`src/rtl/cmp_gain_cal_pkg.sv`:
```
// Shared types for the comparator gain calibration controller.
package cmp_gain_cal_pkg;
    // Sequencer states; one trial walks LOAD..DECIDE once.
    typedef enum logic [2:0] {
        ST_IDLE   = 3'd0,
        ST_LOAD   = 3'd1,
        ST_SAMPLE = 3'd2,
        ST_SHARE1 = 3'd3,
        ST_SHARE2 = 3'd4,
        ST_FLIP   = 3'd5,
        ST_CMP    = 3'd6,
        ST_DECIDE = 3'd7
    } cal_state_e;

    localparam int NUM_PATHS = 2;
endpackage

```
`src/rtl/cal_code_search.sv`:
```
// Linear gain-code search for one integrator path.
// Starts at the mid code on init_i. On each eval_i it applies the latched
// comparator decision: it steps toward the balance point, stops when the
// decision differs from the previous trial, or saturates at a range end.
// stop_o is combinational, valid in the eval cycle. Assumes eval_i is a
// single-cycle pulse per trial and is never raised together with init_i.
module cal_code_search #(
    parameter int CODE_W = 3
) (
    input  logic              clk,
    input  logic              rst_n,
    input  logic              init_i,
    input  logic              eval_i,
    input  logic              dec_i,
    output logic [CODE_W-1:0] code_o,
    output logic              sat_o,
    output logic              stop_o
);
    localparam logic [CODE_W-1:0] CODE_MID = CODE_W'(1) << (CODE_W - 1);
    localparam logic [CODE_W-1:0] CODE_MAX = '1;

    logic [CODE_W-1:0] code_q;
    logic              first_q;
    logic              prev_q;
    logic              sat_q;
    logic              flip;
    logic              at_end;

    // Decision analysis for the current trial.
    always_comb begin
        flip   = !first_q && (dec_i != prev_q);
        at_end = dec_i ? (code_q == '0) : (code_q == CODE_MAX);
        stop_o = eval_i && (flip || at_end);
    end

    // Search state: code, previous decision, first-trial and saturation flags.
    always_ff @(posedge clk) begin
        if (!rst_n || init_i) begin
            code_q  <= CODE_MID;
            first_q <= 1'b1;
            prev_q  <= 1'b0;
            sat_q   <= 1'b0;
        end else if (eval_i) begin
            first_q <= 1'b0;
            prev_q  <= dec_i;
            if (!flip) begin
                if (at_end) sat_q  <= 1'b1;
                else        code_q <= dec_i ? code_q - 1'b1 : code_q + 1'b1;
            end
        end
    end

    assign code_o = code_q;
    assign sat_o  = sat_q;

    // a saturated path sits at one end of the code range.
    assert_sat_at_end_R8: assert property (@(posedge clk) disable iff (!rst_n)
        sat_q |-> (code_q == '0 || code_q == CODE_MAX));

    // the code only moves on an evaluation or a restart.
    assert_code_quiet_R6: assert property (@(posedge clk) disable iff (!rst_n)
        (!init_i && !eval_i) |=> $stable(code_q));

    // an evaluation moves the code by at most one step.
    assert_code_step_R6: assert property (@(posedge clk) disable iff (!rst_n)
        (eval_i && !init_i) |=> (code_q == $past(code_q) ||
                                 code_q == $past(code_q) + 1'b1 ||
                                 code_q == $past(code_q) - 1'b1));
endmodule

```
`src/rtl/cal_sequencer.sv`:
```
// Trial sequencer for the gain calibration.
// Walks the two-step residue experiment for path one, then path two:
// fixed DAC code, residue sample, charge share(s), complemented code,
// comparator fire, decision. Moves to the next path or to done when the
// active search reports stop. Assumes the comparator result is valid in
// the cycle after cmp_fire.
module cal_sequencer
    import cmp_gain_cal_pkg::*;
#(
    parameter int                 DAC_W      = 10,
    parameter logic [DAC_W-1:0]   CAL_CODE_P = 10'h2C0,
    parameter logic [DAC_W-1:0]   CAL_CODE_M = 10'h140
) (
    input  logic                 clk,
    input  logic                 rst_n,
    input  logic                 cal_start,
    input  logic [NUM_PATHS-1:0] stop_i,
    output logic                 init_o,
    output logic [NUM_PATHS-1:0] eval_o,
    output logic [DAC_W-1:0]     dac_p_o,
    output logic [DAC_W-1:0]     dac_m_o,
    output logic                 res_sample_o,
    output logic                 int1_share_o,
    output logic                 int2_share_o,
    output logic                 cmp_fire_o,
    output logic                 cm_hold1_o,
    output logic                 cm_hold2_o,
    output logic                 done_o
);
    cal_state_e state_q;
    logic       path2_q;
    logic       done_q;
    logic       busy;

    // Accept a start only when no calibration is running.
    assign init_o = (state_q == ST_IDLE) && cal_start;
    assign busy   = (state_q != ST_IDLE);

    // State walk, active path and done flag.
    always_ff @(posedge clk) begin
        if (!rst_n) begin
            state_q <= ST_IDLE;
            path2_q <= 1'b0;
            done_q  <= 1'b0;
        end else begin
            unique case (state_q)
                ST_IDLE: if (cal_start) begin
                    state_q <= ST_LOAD;
                    path2_q <= 1'b0;
                    done_q  <= 1'b0;
                end
                ST_LOAD:   state_q <= ST_SAMPLE;
                ST_SAMPLE: state_q <= ST_SHARE1;
                ST_SHARE1: state_q <= path2_q ? ST_SHARE2 : ST_FLIP;
                ST_SHARE2: state_q <= ST_FLIP;
                ST_FLIP:   state_q <= ST_CMP;
                ST_CMP:    state_q <= ST_DECIDE;
                ST_DECIDE: begin
                    if (!stop_i[path2_q]) begin
                        state_q <= ST_LOAD;
                    end else if (path2_q) begin
                        state_q <= ST_IDLE;
                        done_q  <= 1'b1;
                    end else begin
                        path2_q <= 1'b1;
                        state_q <= ST_LOAD;
                    end
                end
                default: state_q <= ST_IDLE;
            endcase
        end
    end

    // Strobes, DAC codes and common-mode holds decoded from the state.
    always_comb begin
        res_sample_o = (state_q == ST_SAMPLE);
        int1_share_o = (state_q == ST_SHARE1);
        int2_share_o = (state_q == ST_SHARE2);
        cmp_fire_o   = (state_q == ST_CMP);
        eval_o       = '0;
        eval_o[path2_q] = (state_q == ST_DECIDE);
        cm_hold2_o   = busy && !path2_q;
        cm_hold1_o   = path2_q && (state_q == ST_FLIP || state_q == ST_CMP ||
                                   state_q == ST_DECIDE);
        if (state_q == ST_FLIP || state_q == ST_CMP || state_q == ST_DECIDE) begin
            dac_p_o = ~CAL_CODE_P;
            dac_m_o = ~CAL_CODE_M;
        end else if (busy) begin
            dac_p_o = CAL_CODE_P;
            dac_m_o = CAL_CODE_M;
        end else begin
            dac_p_o = '0;
            dac_m_o = '0;
        end
    end

    assign done_o = done_q;

    // at most one analog strobe per cycle.
    assert_one_strobe_R3: assert property (@(posedge clk) disable iff (!rst_n)
        $onehot0({res_sample_o, int1_share_o, int2_share_o, cmp_fire_o}));

    // the residue sample is followed by the first charge share.
    assert_sample_then_share_R3: assert property (@(posedge clk) disable iff (!rst_n)
        res_sample_o |=> int1_share_o);

    // exactly one integrator input is parked at common mode when firing.
    assert_cm_hold_R5: assert property (@(posedge clk) disable iff (!rst_n)
        cmp_fire_o |-> (cm_hold1_o ^ cm_hold2_o));

    // done holds until a new start is accepted.
    assert_done_hold_R11: assert property (@(posedge clk) disable iff (!rst_n)
        (done_q && !cal_start) |=> done_q);
endmodule

```
`src/rtl/cmp_gain_cal.sv`:
```
// Top of the comparator gain calibration controller.
// One sequencer drives the analog experiment; one code search per
// integrator path holds that path's gain code and saturation flag.
// Assumes cmp_out is the comparator latch output, valid the cycle after
// cmp_fire, with 1 meaning the weighted input sum is positive.
module cmp_gain_cal
    import cmp_gain_cal_pkg::*;
#(
    parameter int               CODE_W     = 3,
    parameter int               DAC_W      = 10,
    parameter logic [DAC_W-1:0] CAL_CODE_P = 10'h2C0,
    parameter logic [DAC_W-1:0] CAL_CODE_M = 10'h140
) (
    input  logic                 clk,
    input  logic                 rst_n,
    input  logic                 cal_start,
    input  logic                 cmp_out,
    output logic [DAC_W-1:0]     dac_code_p,
    output logic [DAC_W-1:0]     dac_code_m,
    output logic                 res_sample,
    output logic                 int1_share,
    output logic                 int2_share,
    output logic                 cmp_fire,
    output logic                 cm_hold1,
    output logic                 cm_hold2,
    output logic [CODE_W-1:0]    gain1_code,
    output logic [CODE_W-1:0]    gain2_code,
    output logic                 cal_done,
    output logic [NUM_PATHS-1:0] cal_sat
);
    logic                 init_w;
    logic [NUM_PATHS-1:0] eval_w;
    logic [NUM_PATHS-1:0] stop_w;
    logic [CODE_W-1:0]    code_w [NUM_PATHS];

    cal_sequencer #(
        .DAC_W      (DAC_W),
        .CAL_CODE_P (CAL_CODE_P),
        .CAL_CODE_M (CAL_CODE_M)
    ) u_seq (
        .clk          (clk),
        .rst_n        (rst_n),
        .cal_start    (cal_start),
        .stop_i       (stop_w),
        .init_o       (init_w),
        .eval_o       (eval_w),
        .dac_p_o      (dac_code_p),
        .dac_m_o      (dac_code_m),
        .res_sample_o (res_sample),
        .int1_share_o (int1_share),
        .int2_share_o (int2_share),
        .cmp_fire_o   (cmp_fire),
        .cm_hold1_o   (cm_hold1),
        .cm_hold2_o   (cm_hold2),
        .done_o       (cal_done)
    );

    for (genvar p = 0; p < NUM_PATHS; p++) begin : g_path
        cal_code_search #(.CODE_W(CODE_W)) u_search (
            .clk    (clk),
            .rst_n  (rst_n),
            .init_i (init_w),
            .eval_i (eval_w[p]),
            .dec_i  (cmp_out),
            .code_o (code_w[p]),
            .sat_o  (cal_sat[p]),
            .stop_o (stop_w[p])
        );
    end

    assign gain1_code = code_w[0];
    assign gain2_code = code_w[1];

    // the gain codes do not move while calibration results are shown.
    assert_codes_held_R11: assert property (@(posedge clk) disable iff (!rst_n)
        (cal_done && !cal_start) |=> ($stable(gain1_code) && $stable(gain2_code)));
endmodule

```
`config.mk`:
```
export PLATFORM = sky130hd
export DESIGN_NAME = cmp_gain_cal
export DESIGN_NICKNAME = d
export VERILOG_FILES = /design/src/rtl/cmp_gain_cal_pkg.sv /design/src/rtl/cal_code_search.sv /design/src/rtl/cal_sequencer.sv /design/src/rtl/cmp_gain_cal.sv
export SDC_FILE = /design/constraint.sdc
export NUM_CORES = 1
export LEC_CHECK = 0
export ABC_AREA = 1
export BUFFER_PORTS_ARGS = -buffer_cell sky130_fd_sc_hd__buf_2
export CORE_AREA = 2 2 53 55
export DETAILED_ROUTE_END_ITERATION = 12
export DIE_AREA = 0 0 55 57
export HOLD_SLACK_MARGIN = 0.12
export PLACE_DENSITY_LB_ADDON = 0.2
export REMOVE_ABC_BUFFERS = 1
export SYNTH_ARGS = -nofsm -noshare
export SYNTH_HDL_FRONTEND = slang
export SYNTH_SLANG_ARGS = --single-unit
```
`constraint.sdc`:
```
create_clock -name clk -period 1.75 [get_ports clk]
set_clock_uncertainty 0.1 [all_clocks]
set_input_delay 0.2625 -clock clk [delete_from_list [all_inputs] [get_ports clk]]
set_output_delay 0.2625 -clock clk [all_outputs]
set_load 0.01 [all_outputs]
```
==> run summary <==
Post-route DRC -> 0
Die height -> 57 um
GRT Overall Usage -> 14.1%
Post-detail-place hpwl -> 1540 um
Fraction of layout cells with a size suffix above 1 -> 37.6%
Antenna cells -> 0
CTS tree -> built
Average wire per standard cell -> 10.2 um
CTS max path bufs -> 2
Clock-pin slew on the worst setup and hold paths -> 110 ps
Max Cap Violations -> 0
Port Buffers -> 38
Tightest Hold Check Type -> primary input to flop
WP data arrival -> 1280 ps
Worst slew pin tran -> 201 ps
Syn Std Cell Area -> 1040 um^2
VDD IR max -> 0.329 mV
Status -> finished clean
Worst setup EP type -> output port
Grt total ovfl -> 0
Power, Total -> 0.000817 W
DRT iter0 DRCs -> 13
Vias -> 921
CTS Buf Count -> 3
TNS Setup -> 0 ps
Setup bufs post-CTS -> 0
Crit Path Category -> flop to output port
H-tree depth -> 1
Pre-antenna DRT Iters -> 4
Synth area leaders -> dfxtp_1 33%, buf_4 15%, nand2_1 9.4%, inv_1 5.8%, a21oi_1 4.3%
Min Clock Period, post-route -> 1640 ps
Critical path launch point type -> flop
Post-Syn Area per Cell -> 7.29 um^2
Row count -> 19
Initial antenna violation count -> 0
Pwr dens -> 706 nW/um^2
Rel. slew slack -> 86.6%
Largest area contributor in the netlist -> dfxtp_1
Grt met2 use -> 22.4%
Global-route wire length before repair -> 3310 um
Remaining antenna violation count -> 0
Max Fclk -> 608 MHz
Vias per cell -> 4.70
Vias in the first global route -> 827
P_leak -> 0.606 nW
GPL Wtd Cong -> 0.814
Global-route met1 utilization -> 18.3%
Setup violators final -> 0
Max Transition Viols Final -> 0
Fin crit share -> 94.0%
# fillers -> 290
Die width -> 55 um
Clock root buffer -> clkbuf_4
Core area -> 2620 um^2
Final Util -> 44.3%
Synth-to-Final Area Change -> 11.0%
FF+latch count, synth -> 17
Final Non-Filler Cells -> 196
Ports -> 39
Reg area -> 343 um^2
Met3 Use GR -> 2.36%
Clk_lat worst skew -> 300 ps
Clock sinks -> 17
Routed Wire Length -> 1990 um
Busiest grt layer -> met2
Final Hold Slack -> 140 ps
Pin count of the biggest net entering global routing -> 16
Hold Violations, Final -> 0
Die area -> 3140 um^2
Top cell type's share of synthesized area -> 32.7%
Ys Warns -> 0
Initial Utilization -> 39.9%
Post-synthesis sequential area ratio -> 32.7%
NumNets Final -> 172
Placed Cells -> 192
CP Max Fanout -> 15
CP required -> 1390 ps
Post-synthesis cell type count -> 26
Gate Count Post-Synth -> 143
Multi-input gate area -> 465 um^2
## sequential cells by signal, indices dropped and copies added (netlist names)
name,cells
u_seq.done_o,1
g_path.u_search.code_o,6
g_path.u_search.first_q,2
u_seq.state_q,3
g_path.u_search.sat_o,2
g_path.u_search.prev_q,2
u_seq.path2_q,1
## cell usage after synthesis (all sizes together)
| cell | number |
|---|---|
| a21oi | 9 |
| a31oi | 1 |
| a41oi | 1 |
| buf | 21 |
| clkinv | 2 |
| dfxtp | 17 |
| fa | 2 |
| inv | 20 |
| nand2 | 33 |
| nand3 | 4 |
| nand4 | 1 |
| nor2 | 12 |
| nor3 | 5 |
| o211ai | 1 |
| o21a | 1 |
| o21ai | 9 |
| or2 | 1 |
| xnor2 | 2 |
| xor2 | 1 |
## routing by layer
layer / vias to the layer above / share of wire (%)
li1: 473 / -
met1: 407 / 47
met2: 36 / 44
met3: 5 / 7.2
met4: 0 / 1.6
met5: - / 0
## final timing paths
check                                from                            to  slack [ps]  cells past startpoint
max                      u_seq.state_q[2]                 dac_code_m[3]         110                      4
min                                 rst_n              u_seq.state_q[0]         140                      3
max reg2reg  g_path[1].u_search.code_o[0]  g_path[1].u_search.code_o[2]         180                      6
min reg2reg      g_path[1].u_search.sat_o      g_path[1].u_search.sat_o         360                      2
## cell families (layout without fill, tap and decap cells)
logic type      after synthesis  count (layout)  synth area share, %
buf+inv                      43              65                 23.4
fa+ha+maj                     2               2                 3.84
compound gates               22              22                 11.5
xor+xnor                      3               3                 2.52
simple gates                 56              56                 26.1
flops                        17              17                 32.7
## what timing repair did
action / in CTS / in global routing
setup endpoints to repair: 0 / 21
gates resized for setup: 0 / 4
hold buffers: 0 / 0
## cell usage in the layout (no fill, tap or decap), types with 2 or more instances in the layout
cell	count
buf_2	38
nand2_1	26
inv_1	16
dfxtp_1	15
a21oi_1	9
nand2_2	7
nor2_1	6
nor3_1	5
o21ai_0	5
nor2_4	4
nand3_1	4
o21ai_1	4
inv_2	3
clkbuf_4	3
nor2_2	2
xnor2_1	2
fa_1	2
dfxtp_2	2
## power by group
part	switching (W)	internal [W]	leakage [nW]
registers	0.0000162	0.000399	0.139
clock network	0.000131	0.0000887	0.0150
logic	0.000116	0.0000666	0.453
## cell type report
cell class / instances / area share, %
Inverter: 22 / 7.46
Sequential cell: 17 / 29.6
Multi-Input combinational cell: 83 / 40.2
Clock buffer: 4 / 2.27
Timing Repair Buffer: 39 / 17.1
Tap cell: 31 / 3.35
## worst max-delay path, stage by stage (launching register included)
cell and delay (ps):
dfxtp_2 400, inv_2 80, nor2_1 170, buf_4 190
buf_2 140
## stage by stage
step	instance area (um^2)	setup slack (ps)
global route	1160	-3.79
detailed placement	1120	99.7
floorplan	885	-1790
finish	1160	105
CTS	1150	0.196
global placement	1120	147
Note: power is estimated with default switching activity, not from simulation.
